==> config.mk <==
export PLATFORM = sky130hd
export DESIGN_NAME = spi_flash_engine
export DESIGN_NICKNAME = d
export VERILOG_FILES = /design/src/rtl/spi_eng_pkg.sv /design/src/rtl/spi_eng_regs.sv /design/src/rtl/spi_eng_fsm.sv /design/src/rtl/spi_eng_shift.sv /design/src/rtl/spi_flash_engine.sv
export SDC_FILE = /design/constraint.sdc
export NUM_CORES = 1
export LEC_CHECK = 0
export BUFFER_PORTS_ARGS = -buffer_cell sky130_fd_sc_hd__buf_2
export CAP_MARGIN = 20
export CORE_UTILIZATION = 45
export DETAILED_ROUTE_END_ITERATION = 8
export PLACE_DENSITY = 0.72
export SYNTH_ARGS = -nofsm -noshare
export SYNTH_HDL_FRONTEND = slang
export SYNTH_SLANG_ARGS = --single-unit
==> constraint.sdc <==
create_clock -name clk -period 9.4 [get_ports clk]
set_clock_uncertainty 0.05 [all_clocks]
set_input_delay 0.47 -clock clk [delete_from_list [all_inputs] [get_ports clk]]
set_output_delay 0.47 -clock clk [all_outputs]
set_load 0.03 [all_outputs]
==> src/rtl/spi_eng_pkg.sv <==
package spi_eng_pkg;

    localparam int REG_W     = 32;
    localparam int MAX_BYTES = 12;
    localparam int BIT_W     = $clog2(MAX_BYTES * 8);
    localparam int BYTE_W    = BIT_W - 3;

    // control field positions (software-visible map)
    localparam int OPC_LSB = 0;
    localparam int ACT_LSB = 8;
    localparam int HLD_BIT = 12;
    localparam int GO_BIT  = 31;

    localparam logic [3:0] OFF_CTRL = 4'h0;
    localparam logic [3:0] OFF_ADDR = 4'h4;
    localparam logic [3:0] OFF_DATA = 4'h8;

    typedef enum logic [1:0] {
        ST_IDLE,
        ST_LEAD,
        ST_SHIFT,
        ST_TAIL
    } eng_state_t;

    typedef struct packed {
        logic       hold;
        logic [2:0] action;
        logic [7:0] opcode;
    } ctrl_t;

    // frame length in bytes for an action code
    function automatic logic [BYTE_W-1:0] frame_bytes(input logic [2:0] act, input logic hold);
        logic [BYTE_W-1:0] n;
        if (hold) begin
            n = BYTE_W'(1);
        end else begin
            unique case (act)
                3'd0: n = BYTE_W'(1);
                3'd1: n = BYTE_W'(2);
                3'd6: n = BYTE_W'(3);
                3'd2: n = BYTE_W'(4);
                3'd3: n = BYTE_W'(5);
                3'd4: n = BYTE_W'(8);
                3'd7: n = BYTE_W'(9);
                default: n = BYTE_W'(12);
            endcase
        end
        return n;
    endfunction

    function automatic logic is_window(input logic [2:0] act, input logic hold);
        return !hold && (act == 3'd4 || act == 3'd5 || act == 3'd7);
    endfunction

endpackage

==> src/rtl/spi_eng_regs.sv <==
module spi_eng_regs
    import spi_eng_pkg::*;
(
    input  logic             clk,
    input  logic             rst_n,
    input  logic             we_i,
    input  logic [3:0]       addr_i,
    input  logic [REG_W-1:0] wdata_i,
    input  logic             busy_i,
    input  logic             cap_valid_i,
    input  logic [REG_W-1:0] cap_data_i,
    output ctrl_t            ctrl_o,
    output logic [REG_W-1:0] faddr_o,
    output logic             start_o,
    output logic [REG_W-1:0] rdata_o
);

    ctrl_t            ctrl_q;
    logic [REG_W-1:0] faddr_q;
    logic [REG_W-1:0] data_q;
    logic             ctrl_wr;

    assign ctrl_wr = we_i && (addr_i == OFF_CTRL) && !busy_i;
    assign start_o = ctrl_wr && wdata_i[GO_BIT];

    always_ff @(posedge clk) begin
        if (!rst_n) begin
            ctrl_q  <= '0;
            faddr_q <= '0;
            data_q  <= '0;
        end else begin
            if (ctrl_wr) begin
                ctrl_q.opcode <= wdata_i[OPC_LSB +: 8];
                ctrl_q.action <= wdata_i[ACT_LSB +: 3];
                ctrl_q.hold   <= wdata_i[HLD_BIT];
            end
            if (we_i && addr_i == OFF_ADDR) begin
                faddr_q <= wdata_i;
            end
            if (cap_valid_i) begin
                data_q <= cap_data_i;
            end else if (we_i && addr_i == OFF_DATA) begin
                data_q <= wdata_i;
            end
        end
    end

    always_comb begin
        rdata_o = '0;
        if (addr_i == OFF_CTRL) begin
            rdata_o[GO_BIT]           = busy_i;
            rdata_o[HLD_BIT]          = ctrl_q.hold;
            rdata_o[ACT_LSB +: 3]     = ctrl_q.action;
            rdata_o[OPC_LSB +: 8]     = ctrl_q.opcode;
        end else if (addr_i == OFF_ADDR) begin
            rdata_o = faddr_q;
        end else if (addr_i == OFF_DATA) begin
            rdata_o = data_q;
        end
    end

    assign ctrl_o  = ctrl_q;
    assign faddr_o = faddr_q;

endmodule

==> src/rtl/spi_eng_fsm.sv <==
module spi_eng_fsm
    import spi_eng_pkg::*;
#(
    parameter int CLK_DIV = 4
) (
    input  logic              clk,
    input  logic              rst_n,
    input  logic              start_i,
    input  logic              hold_i,
    input  logic [BYTE_W-1:0] nbytes_i,
    output logic              busy_o,
    output logic              sck_o,
    output logic              frame_on_o,
    output logic              rise_o,
    output logic              fall_o,
    output logic              last_o,
    output logic [BIT_W-1:0]  bit_idx_o
);

    localparam int HALF  = CLK_DIV / 2;
    localparam int CNT_W = (CLK_DIV > 2) ? $clog2(CLK_DIV) : 1;
    localparam logic [CNT_W-1:0] HALF_M1 = CNT_W'(HALF - 1);
    localparam logic [CNT_W-1:0] FULL_M1 = CNT_W'(CLK_DIV - 1);

    eng_state_t       state_q, state_d;
    logic [CNT_W-1:0] cnt_q, cnt_d;
    logic             sck_q, sck_d;
    logic [BIT_W-1:0] bit_q, bit_d;
    logic [BIT_W-1:0] last_bit;

    assign last_bit = {nbytes_i, 3'b000} - BIT_W'(1);

    // state register
    always_ff @(posedge clk) begin
        if (!rst_n) begin
            state_q <= ST_IDLE;
            cnt_q   <= '0;
            sck_q   <= 1'b0;
            bit_q   <= '0;
        end else begin
            state_q <= state_d;
            cnt_q   <= cnt_d;
            sck_q   <= sck_d;
            bit_q   <= bit_d;
        end
    end

    // transitions and edge strobes
    always_comb begin
        state_d = state_q;
        cnt_d   = cnt_q;
        sck_d   = sck_q;
        bit_d   = bit_q;
        rise_o  = 1'b0;
        fall_o  = 1'b0;
        last_o  = 1'b0;
        unique case (state_q)
            ST_IDLE: begin
                if (start_i) begin
                    state_d = ST_LEAD;
                    cnt_d   = '0;
                    bit_d   = '0;
                end
            end
            ST_LEAD: begin
                if (cnt_q == HALF_M1) begin
                    state_d = ST_SHIFT;
                    cnt_d   = '0;
                    sck_d   = 1'b1;
                    rise_o  = 1'b1;
                end else begin
                    cnt_d = cnt_q + CNT_W'(1);
                end
            end
            ST_SHIFT: begin
                if (cnt_q == HALF_M1) begin
                    cnt_d = '0;
                    if (sck_q) begin
                        sck_d  = 1'b0;
                        fall_o = 1'b1;
                        if (bit_q == last_bit) begin
                            last_o  = 1'b1;
                            state_d = hold_i ? ST_IDLE : ST_TAIL;
                        end else begin
                            bit_d = bit_q + BIT_W'(1);
                        end
                    end else begin
                        sck_d  = 1'b1;
                        rise_o = 1'b1;
                    end
                end else begin
                    cnt_d = cnt_q + CNT_W'(1);
                end
            end
            ST_TAIL: begin
                if (cnt_q == FULL_M1) begin
                    state_d = ST_IDLE;
                    cnt_d   = '0;
                end else begin
                    cnt_d = cnt_q + CNT_W'(1);
                end
            end
            default: state_d = ST_IDLE;
        endcase
    end

    // outputs
    always_comb begin
        busy_o     = (state_q != ST_IDLE);
        frame_on_o = (state_q == ST_LEAD) || (state_q == ST_SHIFT);
        sck_o      = sck_q;
        bit_idx_o  = bit_q;
    end

endmodule

==> src/rtl/spi_eng_shift.sv <==
module spi_eng_shift
    import spi_eng_pkg::*;
(
    input  logic             clk,
    input  logic             rst_n,
    input  logic             start_i,
    input  logic [7:0]       opcode_i,
    input  logic [23:0]      faddr_i,
    input  logic             hold_i,
    input  logic [2:0]       action_i,
    input  logic             frame_on_i,
    input  logic             rise_i,
    input  logic             fall_i,
    input  logic             last_i,
    input  logic [BIT_W-1:0] bit_idx_i,
    input  logic             miso_i,
    output logic             mosi_o,
    output logic             cap_valid_o,
    output logic [REG_W-1:0] cap_data_o
);

    logic [7:0]        tx_q;
    logic [7:0]        rx_q;
    logic [23:0]       asnap_q;
    logic [7:0]        rx_byte;
    logic              byte_done;
    logic              byte_end;
    logic [BYTE_W-1:0] rx_num;
    logic [BYTE_W-1:0] tx_num;
    logic [BYTE_W-1:0] win_first;
    logic              wide;
    logic [23:0]       acc_w;

    assign rx_byte   = {rx_q[6:0], miso_i};
    assign byte_end  = (bit_idx_i[2:0] == 3'd7);
    assign byte_done = rise_i && byte_end;
    assign rx_num    = bit_idx_i[BIT_W-1:3] + BYTE_W'(1);
    assign tx_num    = bit_idx_i[BIT_W-1:3] + BYTE_W'(2);
    assign wide      = is_window(action_i, hold_i);
    assign win_first = frame_bytes(action_i, hold_i) - BYTE_W'(3);

    function automatic logic [7:0] tx_byte(input logic [BYTE_W-1:0] k,
                                           input logic hold,
                                           input logic [23:0] a);
        logic [7:0] b;
        b = 8'h00;
        if (!hold) begin
            if (k == BYTE_W'(2))      b = a[23:16];
            else if (k == BYTE_W'(3)) b = a[15:8];
            else if (k == BYTE_W'(4)) b = a[7:0];
        end
        return b;
    endfunction

    always_ff @(posedge clk) begin
        if (!rst_n) begin
            tx_q    <= '0;
            rx_q    <= '0;
            asnap_q <= '0;
        end else begin
            if (start_i) begin
                tx_q    <= opcode_i;
                asnap_q <= faddr_i;
            end else if (fall_i && !last_i) begin
                if (byte_end) tx_q <= tx_byte(tx_num, hold_i, asnap_q);
                else          tx_q <= {tx_q[6:0], 1'b0};
            end
            if (rise_i) begin
                rx_q <= rx_byte;
            end
        end
    end

    // window accumulator lanes (lanes 0..2; lane 3 comes straight from the wire)
    for (genvar g = 0; g < 3; g++) begin : g_lane
        logic [7:0] lane_q;
        always_ff @(posedge clk) begin
            if (!rst_n) begin
                lane_q <= '0;
            end else if (byte_done && wide && rx_num == win_first + BYTE_W'(g)) begin
                lane_q <= rx_byte;
            end
        end
        assign acc_w[g*8 +: 8] = lane_q;
    end

    assign cap_valid_o = byte_done && (rx_num == frame_bytes(action_i, hold_i));
    assign cap_data_o  = wide ? {rx_byte, acc_w} : {24'h0, rx_byte};
    assign mosi_o      = frame_on_i ? tx_q[7] : 1'b0;

endmodule

==> src/rtl/spi_flash_engine.sv <==
module spi_flash_engine
    import spi_eng_pkg::*;
#(
    parameter int CLK_DIV = 4
) (
    input  logic        clk,
    input  logic        rst_n,
    input  logic        reg_we,
    input  logic [3:0]  reg_addr,
    input  logic [31:0] reg_wdata,
    output logic [31:0] reg_rdata,
    output logic        spi_sck,
    output logic        spi_cs_n,
    output logic        spi_mosi,
    input  logic        spi_miso
);

    ctrl_t             ctrl_q;
    logic [REG_W-1:0]  faddr_q;
    logic              start;
    logic              eng_busy;
    logic              frame_on;
    logic              rise;
    logic              fall;
    logic              last;
    logic [BIT_W-1:0]  bit_idx;
    logic              cap_valid;
    logic [REG_W-1:0]  cap_data;
    logic              ctrl_hold;
    logic [7:0]        ctrl_opcode;

    assign ctrl_hold   = ctrl_q.hold;
    assign ctrl_opcode = ctrl_q.opcode;

    spi_eng_regs u_regs (
        .clk         (clk),
        .rst_n       (rst_n),
        .we_i        (reg_we),
        .addr_i      (reg_addr),
        .wdata_i     (reg_wdata),
        .busy_i      (eng_busy),
        .cap_valid_i (cap_valid),
        .cap_data_i  (cap_data),
        .ctrl_o      (ctrl_q),
        .faddr_o     (faddr_q),
        .start_o     (start),
        .rdata_o     (reg_rdata)
    );

    spi_eng_fsm #(.CLK_DIV(CLK_DIV)) u_fsm (
        .clk        (clk),
        .rst_n      (rst_n),
        .start_i    (start),
        .hold_i     (ctrl_q.hold),
        .nbytes_i   (frame_bytes(ctrl_q.action, ctrl_q.hold)),
        .busy_o     (eng_busy),
        .sck_o      (spi_sck),
        .frame_on_o (frame_on),
        .rise_o     (rise),
        .fall_o     (fall),
        .last_o     (last),
        .bit_idx_o  (bit_idx)
    );

    spi_eng_shift u_shift (
        .clk         (clk),
        .rst_n       (rst_n),
        .start_i     (start),
        .opcode_i    (reg_wdata[OPC_LSB +: 8]),
        .faddr_i     (faddr_q[23:0]),
        .hold_i      (ctrl_q.hold),
        .action_i    (ctrl_q.action),
        .frame_on_i  (frame_on),
        .rise_i      (rise),
        .fall_i      (fall),
        .last_i      (last),
        .bit_idx_i   (bit_idx),
        .miso_i      (spi_miso),
        .mosi_o      (spi_mosi),
        .cap_valid_o (cap_valid),
        .cap_data_o  (cap_data)
    );

    assign spi_cs_n = !(eng_busy || ctrl_q.hold);

endmodule

==> results by group, run 1 <==
Worst hold path
  • Hold endpoint: u_regs.faddr_o[23]$_SDFFE_PN0P_
  • Hold_sp: reg_wdata[23]
  • Hold path cells: 3
  • Hold Path Class: in2reg

Job
  • Max cap viols: 0

Setup path
  • Critical path class: reg2reg
  • R2R Setup Slk: roughly 6000 ps
  • CP Max Fanout: 13
  • Crit Reg-Reg Endpoint: u_shift.g_lane[1].lane_q[4]$_SDFFE_PN0P_
  • WP data required: 9700 ps
  • Startpoint Class: flip-flop
  • Reg-to-Reg Start: u_regs.ctrl_o[8]$_SDFFE_PN0P_
  • Crit path DAT: about 3700 ps
  • Worst setup EP type: flip-flop
  • Worst R2R Path Depth: 11

Power and ir drop
  • Worst VDD drop: 0.134 mV
  • Overall Power: 0.00146 W
  • Leak: 3.70 nW
  • Pwr dens: 165 nW/um2

Synth
  • Register area share after synthesis: 0.388
  • Dominant cells by area after synthesis: dfxtp_1, mux2i_1, nand2_1
  • Post-synth EDFFs: 0
  • Post-synthesis instance total: between 900 and 1000
  • Avg Inst Size Synth: 7.96 um2
  • Synth Register Bits: 151
  • Syn nets: 1036
  • Leading register cell type out of synthesis: dfxtp_1
  • Cell Area, Synth: 7790 um2
  • Netlist cell types: 59
  • Warnings from Yosys: 0
  • Synth top area share: 0.388
  • Asr flop ratio synth: 0
  • Dominant cell type by area after synthesis: dfxtp_1

Global routing
  • GRT overflow: 0
  • Vias in the first global route: approximately 6400
  • Initial antenna violation count: 1
  • Largest net degree at the start of global routing: 71
  • First-pass GRT wire length: ~35000 um
  • Total track usage: 0.249

Finish
  • Most common cell after layout, fill and taps aside: nand2_1
  • Final #Nets: ~1100
  • Area Growth Syn to Fin: 14.0%
  • Post-Route Utilization: 0.530
  • Most frequent cells in the layout: nand2_1, dfxtp_1, nor2_1, a21oi_1, buf_2
  • Fillers: roughly 1600
  • Share of cells above drive strength 1: 0.144
  • Area of the multi-input gates: 4410 um2
  • FF/Latch Area: between 3000 and 4000 um2

Clock tree
  • Worst-Skew Late Latency: 440 ps
  • Root Driver: clkbuf_16
  • CTS H-tree depth: 4
  • Postcts setup bufs: 0
  • Num Clock Sinks: 151
  • TritonCTS Buffers: 17
  • CTS clk-pin slew, worst paths: 70 ps
  • Hold buffer count at cts: 0
  • CTS tree: yes
  • Post-cts resize count: 0
  • Longest Clk Path Bufs: 2

Floorplan
  • IO Pins: 75
  • Die area: 17800 um2
  • Die extent in y: 134 um
  • Initial core utilization: 0.465
  • # rows: 47
  • Core box area: 16800 um2
  • Die X: between 100 and 150 um

STA
  • Worst hold slack: 232 ps
  • Slew @ Worst Pin: 1020 ps
  • Final period util: 0.362
  • Final hold violations: 0
  • Final-report setup violation count: 0
  • RSZ-0062 raised after global routing: false
  • Tmin final: 3410 ps
  • Achievable Freq: 0.294 GHz
  • Sum Neg Setup Slack: 0 ps
  • Slew Limit Fails: 0
  • Slew headroom: 0.319

Placement
  • Placer Congestion: 0.833
  • PortBufs: 74
  • HPWL after DPL: ~15000 um

Route
  • Vias post-DR: 7047
  • DRC viols: 0
  • Final WL: ~22000 um
  • Initial DRC Count: around 630
  • Mean routed wirelength per cell: ~17 um
  • Vias per inst: ~5.7
  • First-pass DRT Iterations: 5
  • Antenna-violating nets left: 0

Status
  • Outcome: complete, no violations
-- how the worst max path moves through the flow --
stage / depth (start not counted) / slack [ps] / start / to
after global routing: 11 / 5640 / u_regs.ctrl_o[8]$_SDFFE_PN0P_ / u_shift.g_lane[1].lane_q[5]$_SDFFE_PN0P_
after CTS: 8 / 5920 / u_regs.ctrl_o[8]$_SDFFE_PN0P_ / u_fsm.bit_idx_o[2]$_SDFFE_PN0P_
after floorplan: 10 / 6360 / u_regs.ctrl_o[8]$_SDFFE_PN0P_ / u_fsm.state_q[0]$_SDFFE_PN0P_
after detailed placement: 8 / 5950 / u_regs.ctrl_o[8]$_SDFFE_PN0P_ / u_fsm.bit_idx_o[1]$_SDFFE_PN0P_
final: 11 / 5990 / u_regs.ctrl_o[8]$_SDFFE_PN0P_ / u_shift.g_lane[1].lane_q[4]$_SDFFE_PN0P_
after global placement: 8 / 6050 / u_regs.ctrl_o[8]$_SDFFE_PN0P_ / u_fsm.bit_idx_o[1]$_SDFFE_PN0P_
-- per-layer routing --
layer  vias up  track usage  part of all wire  wire (um)
met5         -            0                 0          0
met1      3288        0.330              0.45       9710
met3        55       0.0491             0.058       1270
met4         0        0.102             0.027        587
li1       3456            -                 -          -
met2       248        0.396              0.47      10100
-- power by group --
part	switching (W)	internal (W)	total [W]
Clock	0.000303	0.000384	0.000687
Combinational	0.0000840	0.0000383	0.000122
Sequential	0.00000679	0.000647	0.000654
Total	0.000394	0.00107	0.00146
-- sequential cells by signal, indices dropped and copies added (netlist names) --
| register | count |
|---|---|
| u_shift.g_lane.lane_q | 24 |
| u_fsm.sck_o | 1 |
| u_fsm.bit_idx_o | 7 |
| u_fsm.cnt_q | 2 |
| u_regs.data_q | 32 |
| u_regs.ctrl_o | 12 |
| u_fsm.state_q | 2 |
| u_regs.faddr_o | 32 |
| u_shift.rx_q | 7 |
| u_shift.asnap_q | 24 |
| u_shift.tx_q | 8 |
-- worst max-delay path: stages (launching register included) --
cell,delay (ps)
dfxtp_1,540
or3b_2,490
a21oi_2,240
ha_1,270
xor2_1,160
ha_1,240
nor2_1,50
o21ai_0,160
a21oi_1,140
xnor2_1,660
nand3_1,160
a21oi_1,170
-- final cells by class --
| class | count | area share |
|---|---|---|
| diodes | 1 | 0.000282 |
| multi-input cells | 732 | 0.497 |
| clock buffers | 18 | 0.0495 |
| flip-flops and latches | 151 | 0.340 |
| well taps | 220 | 0.0310 |
| repair buffers | 89 | 0.0557 |
| clock inverters | 14 | 0.0171 |
| inverters | 21 | 0.00902 |
-- cells in the mapped netlist, drive strengths merged, types with 16 or more instances --
cell	count
and3	27
o21a	27
o21ai	16
mux2i	64
ha	18
clkbuf	63
dfxtp	151
nand3	31
nor2	118
nand2	169
a21oi	106
a22oi	19
inv	21
-- kinds of logic (layout without fill, tap and decap cells) --
family	Yosys count	after routing	synth area share
buf+inv	95	142	0.0466
mux	72	72	0.0938
fa+ha+maj	18	18	0.0289
xor+xnor	20	20	0.0270
compound gates	222	222	0.185
other cells	0	1	0
flops	151	151	0.388
simple gates	400	400	0.231
-- metrics by stage --
stage / cells / cell area, um2 / setup slack, ps
after floorplan: 978 / 7790 / 6360
after global placement: 1209 / 8240 / 6050
after detailed placement: 1212 / 8280 / 5950
after CTS: 1244 / 8870 / 5920
after global routing: 1246 / 8880 / 5640
final: 1246 / 8880 / 5990
Power figures use the tool's default switching activity.
==> inputs of run 2 (changes only) <==
- ABC_AREA: default -> 1
- clock period: 9.4 -> 3.46 ns (I/O delays scaled with it)
==> run 2 against run 1 <==
Against the previous run: synthesized cell count up 12%; clock power grew to 2.6 times the previous value; combinational power rose to 4.3 times the previous value; critical endpoint is now u_shift.g_lane[2].lane_q[7]$_SDFFE_PN0P_; largest cell class unchanged; die area rose by 0.11%; highest routed layer unchanged; sequential share of layout area grew 0.23 points; design area decreased by 0.68%; core utilization down 0.36 points.
==> results by group, run 2 <==
Route
  • Final WL: 21600 um
  • Vias per inst: 5.32
  • Initial DRC Count: 666
  • Antenna-violating nets left: 0
  • Mean routed wirelength per cell: 15.7 um
  • First-pass DRT Iterations: 5
  • DRC viols: 0
  • Vias post-DR: between 7000 and 8000

Floorplan
  • IO Pins: 75
  • Core box area: 16800 um2
  • Die X: 134 um
  • # rows: 47
  • Die extent in y: around 130 um
  • Initial core utilization: 0.465
  • Die area: 17900 um2

STA
  • RSZ-0062 raised after global routing: false
  • Slew @ Worst Pin: ~700 ps
  • Slew headroom: 0.524
  • Tmin final: 2830 ps
  • Achievable Freq: 0.353 GHz
  • Worst hold slack: 7.88 ps
  • Sum Neg Setup Slack: 0 ps
  • Final-report setup violation count: 0
  • Final period util: 0.819
  • Slew Limit Fails: 0
  • Final hold violations: 0

Synth
  • Post-synth EDFFs: 0
  • Syn nets: 1149
  • Dominant cell type by area after synthesis: dfxtp_1
  • Synth top cells by count: nand2_1, dfxtp_1, o21ai_0, nor2_1, a21oi_1
  • Dominant cells by area after synthesis: dfxtp_1, o21ai_0, nand2_1
  • Asr flop ratio synth: 0
  • Most frequent cell after synthesis: nand2_1
  • Avg Inst Size Synth: 7.15 um2
  • Netlist cell types: 43
  • Cell Area, Synth: roughly 7800 um2
  • Warnings from Yosys: 0
  • Post-synthesis instance total: 1091
  • Synth Register Bits: between 150 and 200
  • Register area share after synthesis: 0.388
  • Synth top area share: 0.388
  • Leading register cell type out of synthesis: dfxtp_1

Worst hold path
  • Hold Path Class: in2reg
  • Hold endpoint: u_regs.faddr_o[18]$_SDFFE_PN0P_
  • Hold_sp: reg_wdata[18]
  • Hold path cells: 3

Finish
  • Post-Route Utilization: 0.526
  • Diodes inserted: 0
  • Non-filler cells, final: approximately 1400
  • Area Growth Syn to Fin: 13.1%
  • Most common cell after layout, fill and taps aside: nand2_1
  • Share of cells above drive strength 1: 0.149
  • Final #Nets: roughly 1200
  • Most frequent cells in the layout: nand2_1, dfxtp_1, o21ai_0, nor2_1, a21oi_1

Placement
  • Post-Place Cells: 1340
  • PortBufs: 74
  • Placer Congestion: 0.889
  • HPWL after DPL: 15400 um

Setup path
  • Worst setup EP type: flip-flop
  • Max stage delay on crit path: ~500 ps
  • Worst path slowest cell: dfxtp_1
  • Crit Reg-Reg Endpoint: u_shift.g_lane[2].lane_q[7]$_SDFFE_PN0P_
  • R2R Setup Slk: 630 ps
  • CP Max Fanout: 16
  • Crit path top cell by count: nand2_1
  • WP data required: 3740 ps
  • Critical path class: reg2reg
  • Reg-to-Reg Start: u_regs.ctrl_o[8]$_SDFFE_PN0P_
  • Worst path cell trace: inv_2 > nand2_2 > nand2_1 > nand3_2 > inv_1 > ha_1 > nand3_1 > nand2_1 > ha_1 > xnor2_1 > nand4_1 > nor2_4 > nand2_1 > nand2_1 > nor2_1
  • Startpoint Class: flip-flop
  • Crit path DAT: 3110 ps
  • Worst R2R Path Depth: 15

Clock tree
  • Num Clock Sinks: 151
  • TritonCTS Buffers: 17
  • Worst-Skew Late Latency: 430 ps
  • CTS clk-pin slew, worst paths: 70 ps
  • CTS tree: yes
  • Longest Clk Path Bufs: 2
  • Root Driver: clkbuf_16
  • CTS H-tree depth: 4

Global routing
  • Total track usage: 0.247
  • Vias in the first global route: 6498
  • Largest net degree at the start of global routing: 83
  • GRT overflow: 0
  • First-pass GRT wire length: 34500 um
  • Initial antenna violation count: 0

Power and ir drop
  • Worst VDD drop: 0.285 mV
  • Pwr dens: approximately 470 nW/um2
  • Leak: 3.52 nW

Job
  • Max cap viols: 0

Status
  • Outcome: complete, no violations
==> run 2: cell count changes in the layout (fill, tap and decap cells not counted), sizes merged, moves of 14 or more <==
cell / delta
nand3: +14
inv: +88
clkinv: +18
a22oi: -19
and3: -27
o21a: -26
nand4: +25
o21ai: +172
mux2i: -64
nand2: +16
==> run 2: cell type report <==
type / instances / area, um2
clock buffer: 18 / 429
clock inverter: 14 / 126
fill: 1665 / 7940
inverter: 129 / 484
multi-input combinational: 754 / 3970
sequential: 151 / 3020
tap: 220 / 275
timing repair buffer: 91 / 513
==> run 2: kinds of logic (layout without fill, tap and decap cells) <==
kind of cell | count (synthesis) | after routing | synth area share
buffers and inverters | 186 | 252 | 0.104
XOR/XNOR | 15 | 15 | 0.0197
AND/OR/NAND/NOR | 398 | 398 | 0.239
flip-flops | 151 | 151 | 0.388
adder cells (fa/ha/maj) | 18 | 18 | 0.0289
AO/OA/AOI/OAI | 323 | 323 | 0.220
==> run 2: what timing repair did <==
| item | CTS | global route |
|---|---|---|
| buffers inserted | 0 | 0 |
| hold buffers | 5 | 0 |
| resized for setup | 0 | 0 |
| hold endpoints to repair | 5 | 0 |
==> run 2: worst max path at each step <==
stage / start / to / cells after the start
after floorplan: u_regs.ctrl_o[8]$_SDFFE_PN0P_ / u_shift.g_lane[2].lane_q[5]$_SDFFE_PN0P_ / 16
after global placement: u_regs.ctrl_o[8]$_SDFFE_PN0P_ / u_shift.g_lane[0].lane_q[4]$_SDFFE_PN0P_ / 12
after detailed placement: u_regs.ctrl_o[10]$_SDFFE_PN0P_ / u_shift.g_lane[2].lane_q[7]$_SDFFE_PN0P_ / 15
after CTS: u_regs.ctrl_o[10]$_SDFFE_PN0P_ / u_shift.g_lane[2].lane_q[7]$_SDFFE_PN0P_ / 15
after global routing: u_regs.ctrl_o[8]$_SDFFE_PN0P_ / u_shift.g_lane[0].lane_q[4]$_SDFFE_PN0P_ / 12
final: u_regs.ctrl_o[8]$_SDFFE_PN0P_ / u_shift.g_lane[2].lane_q[7]$_SDFFE_PN0P_ / 15
==> run 2: metal layers <==
layer | share of wire | global-route usage
met5 | 0 | 0
met4 | 0.015 | 0.0707
met3 | 0.050 | 0.0449
met2 | 0.47 | 0.398
met1 | 0.46 | 0.335
==> run 2: power by group <==
part	switching, W	leakage [nW]	total [W]	internal (W)
Combinational	0.000354	2.04	0.000520	0.000166
Sequential	0.0000436	1.22	0.00183	0.00179
Clock	0.000777	0.264	0.00177	0.000993
==> run 2: worst max-delay path, delay by kind of cell (launching register included) <==
kind / cells / cell delay, ps
XOR/XNOR: 1 / 170
AND/OR/NAND/NOR: 10 / 1300
adder cells (fa/ha/maj): 2 / 510
flip-flops: 1 / 490
buffers and inverters: 2 / 210
==> run 2: through the flow <==
stage	area, um2	setup slack [ps]	power, W
floorplan	7800	1070	0.00224
global placement	8210	781	0.00237
detailed placement	8210	702	0.00238
CTS	8820	667	0.00413
global route	8820	318	0.00430
finish	8820	626	0.00412
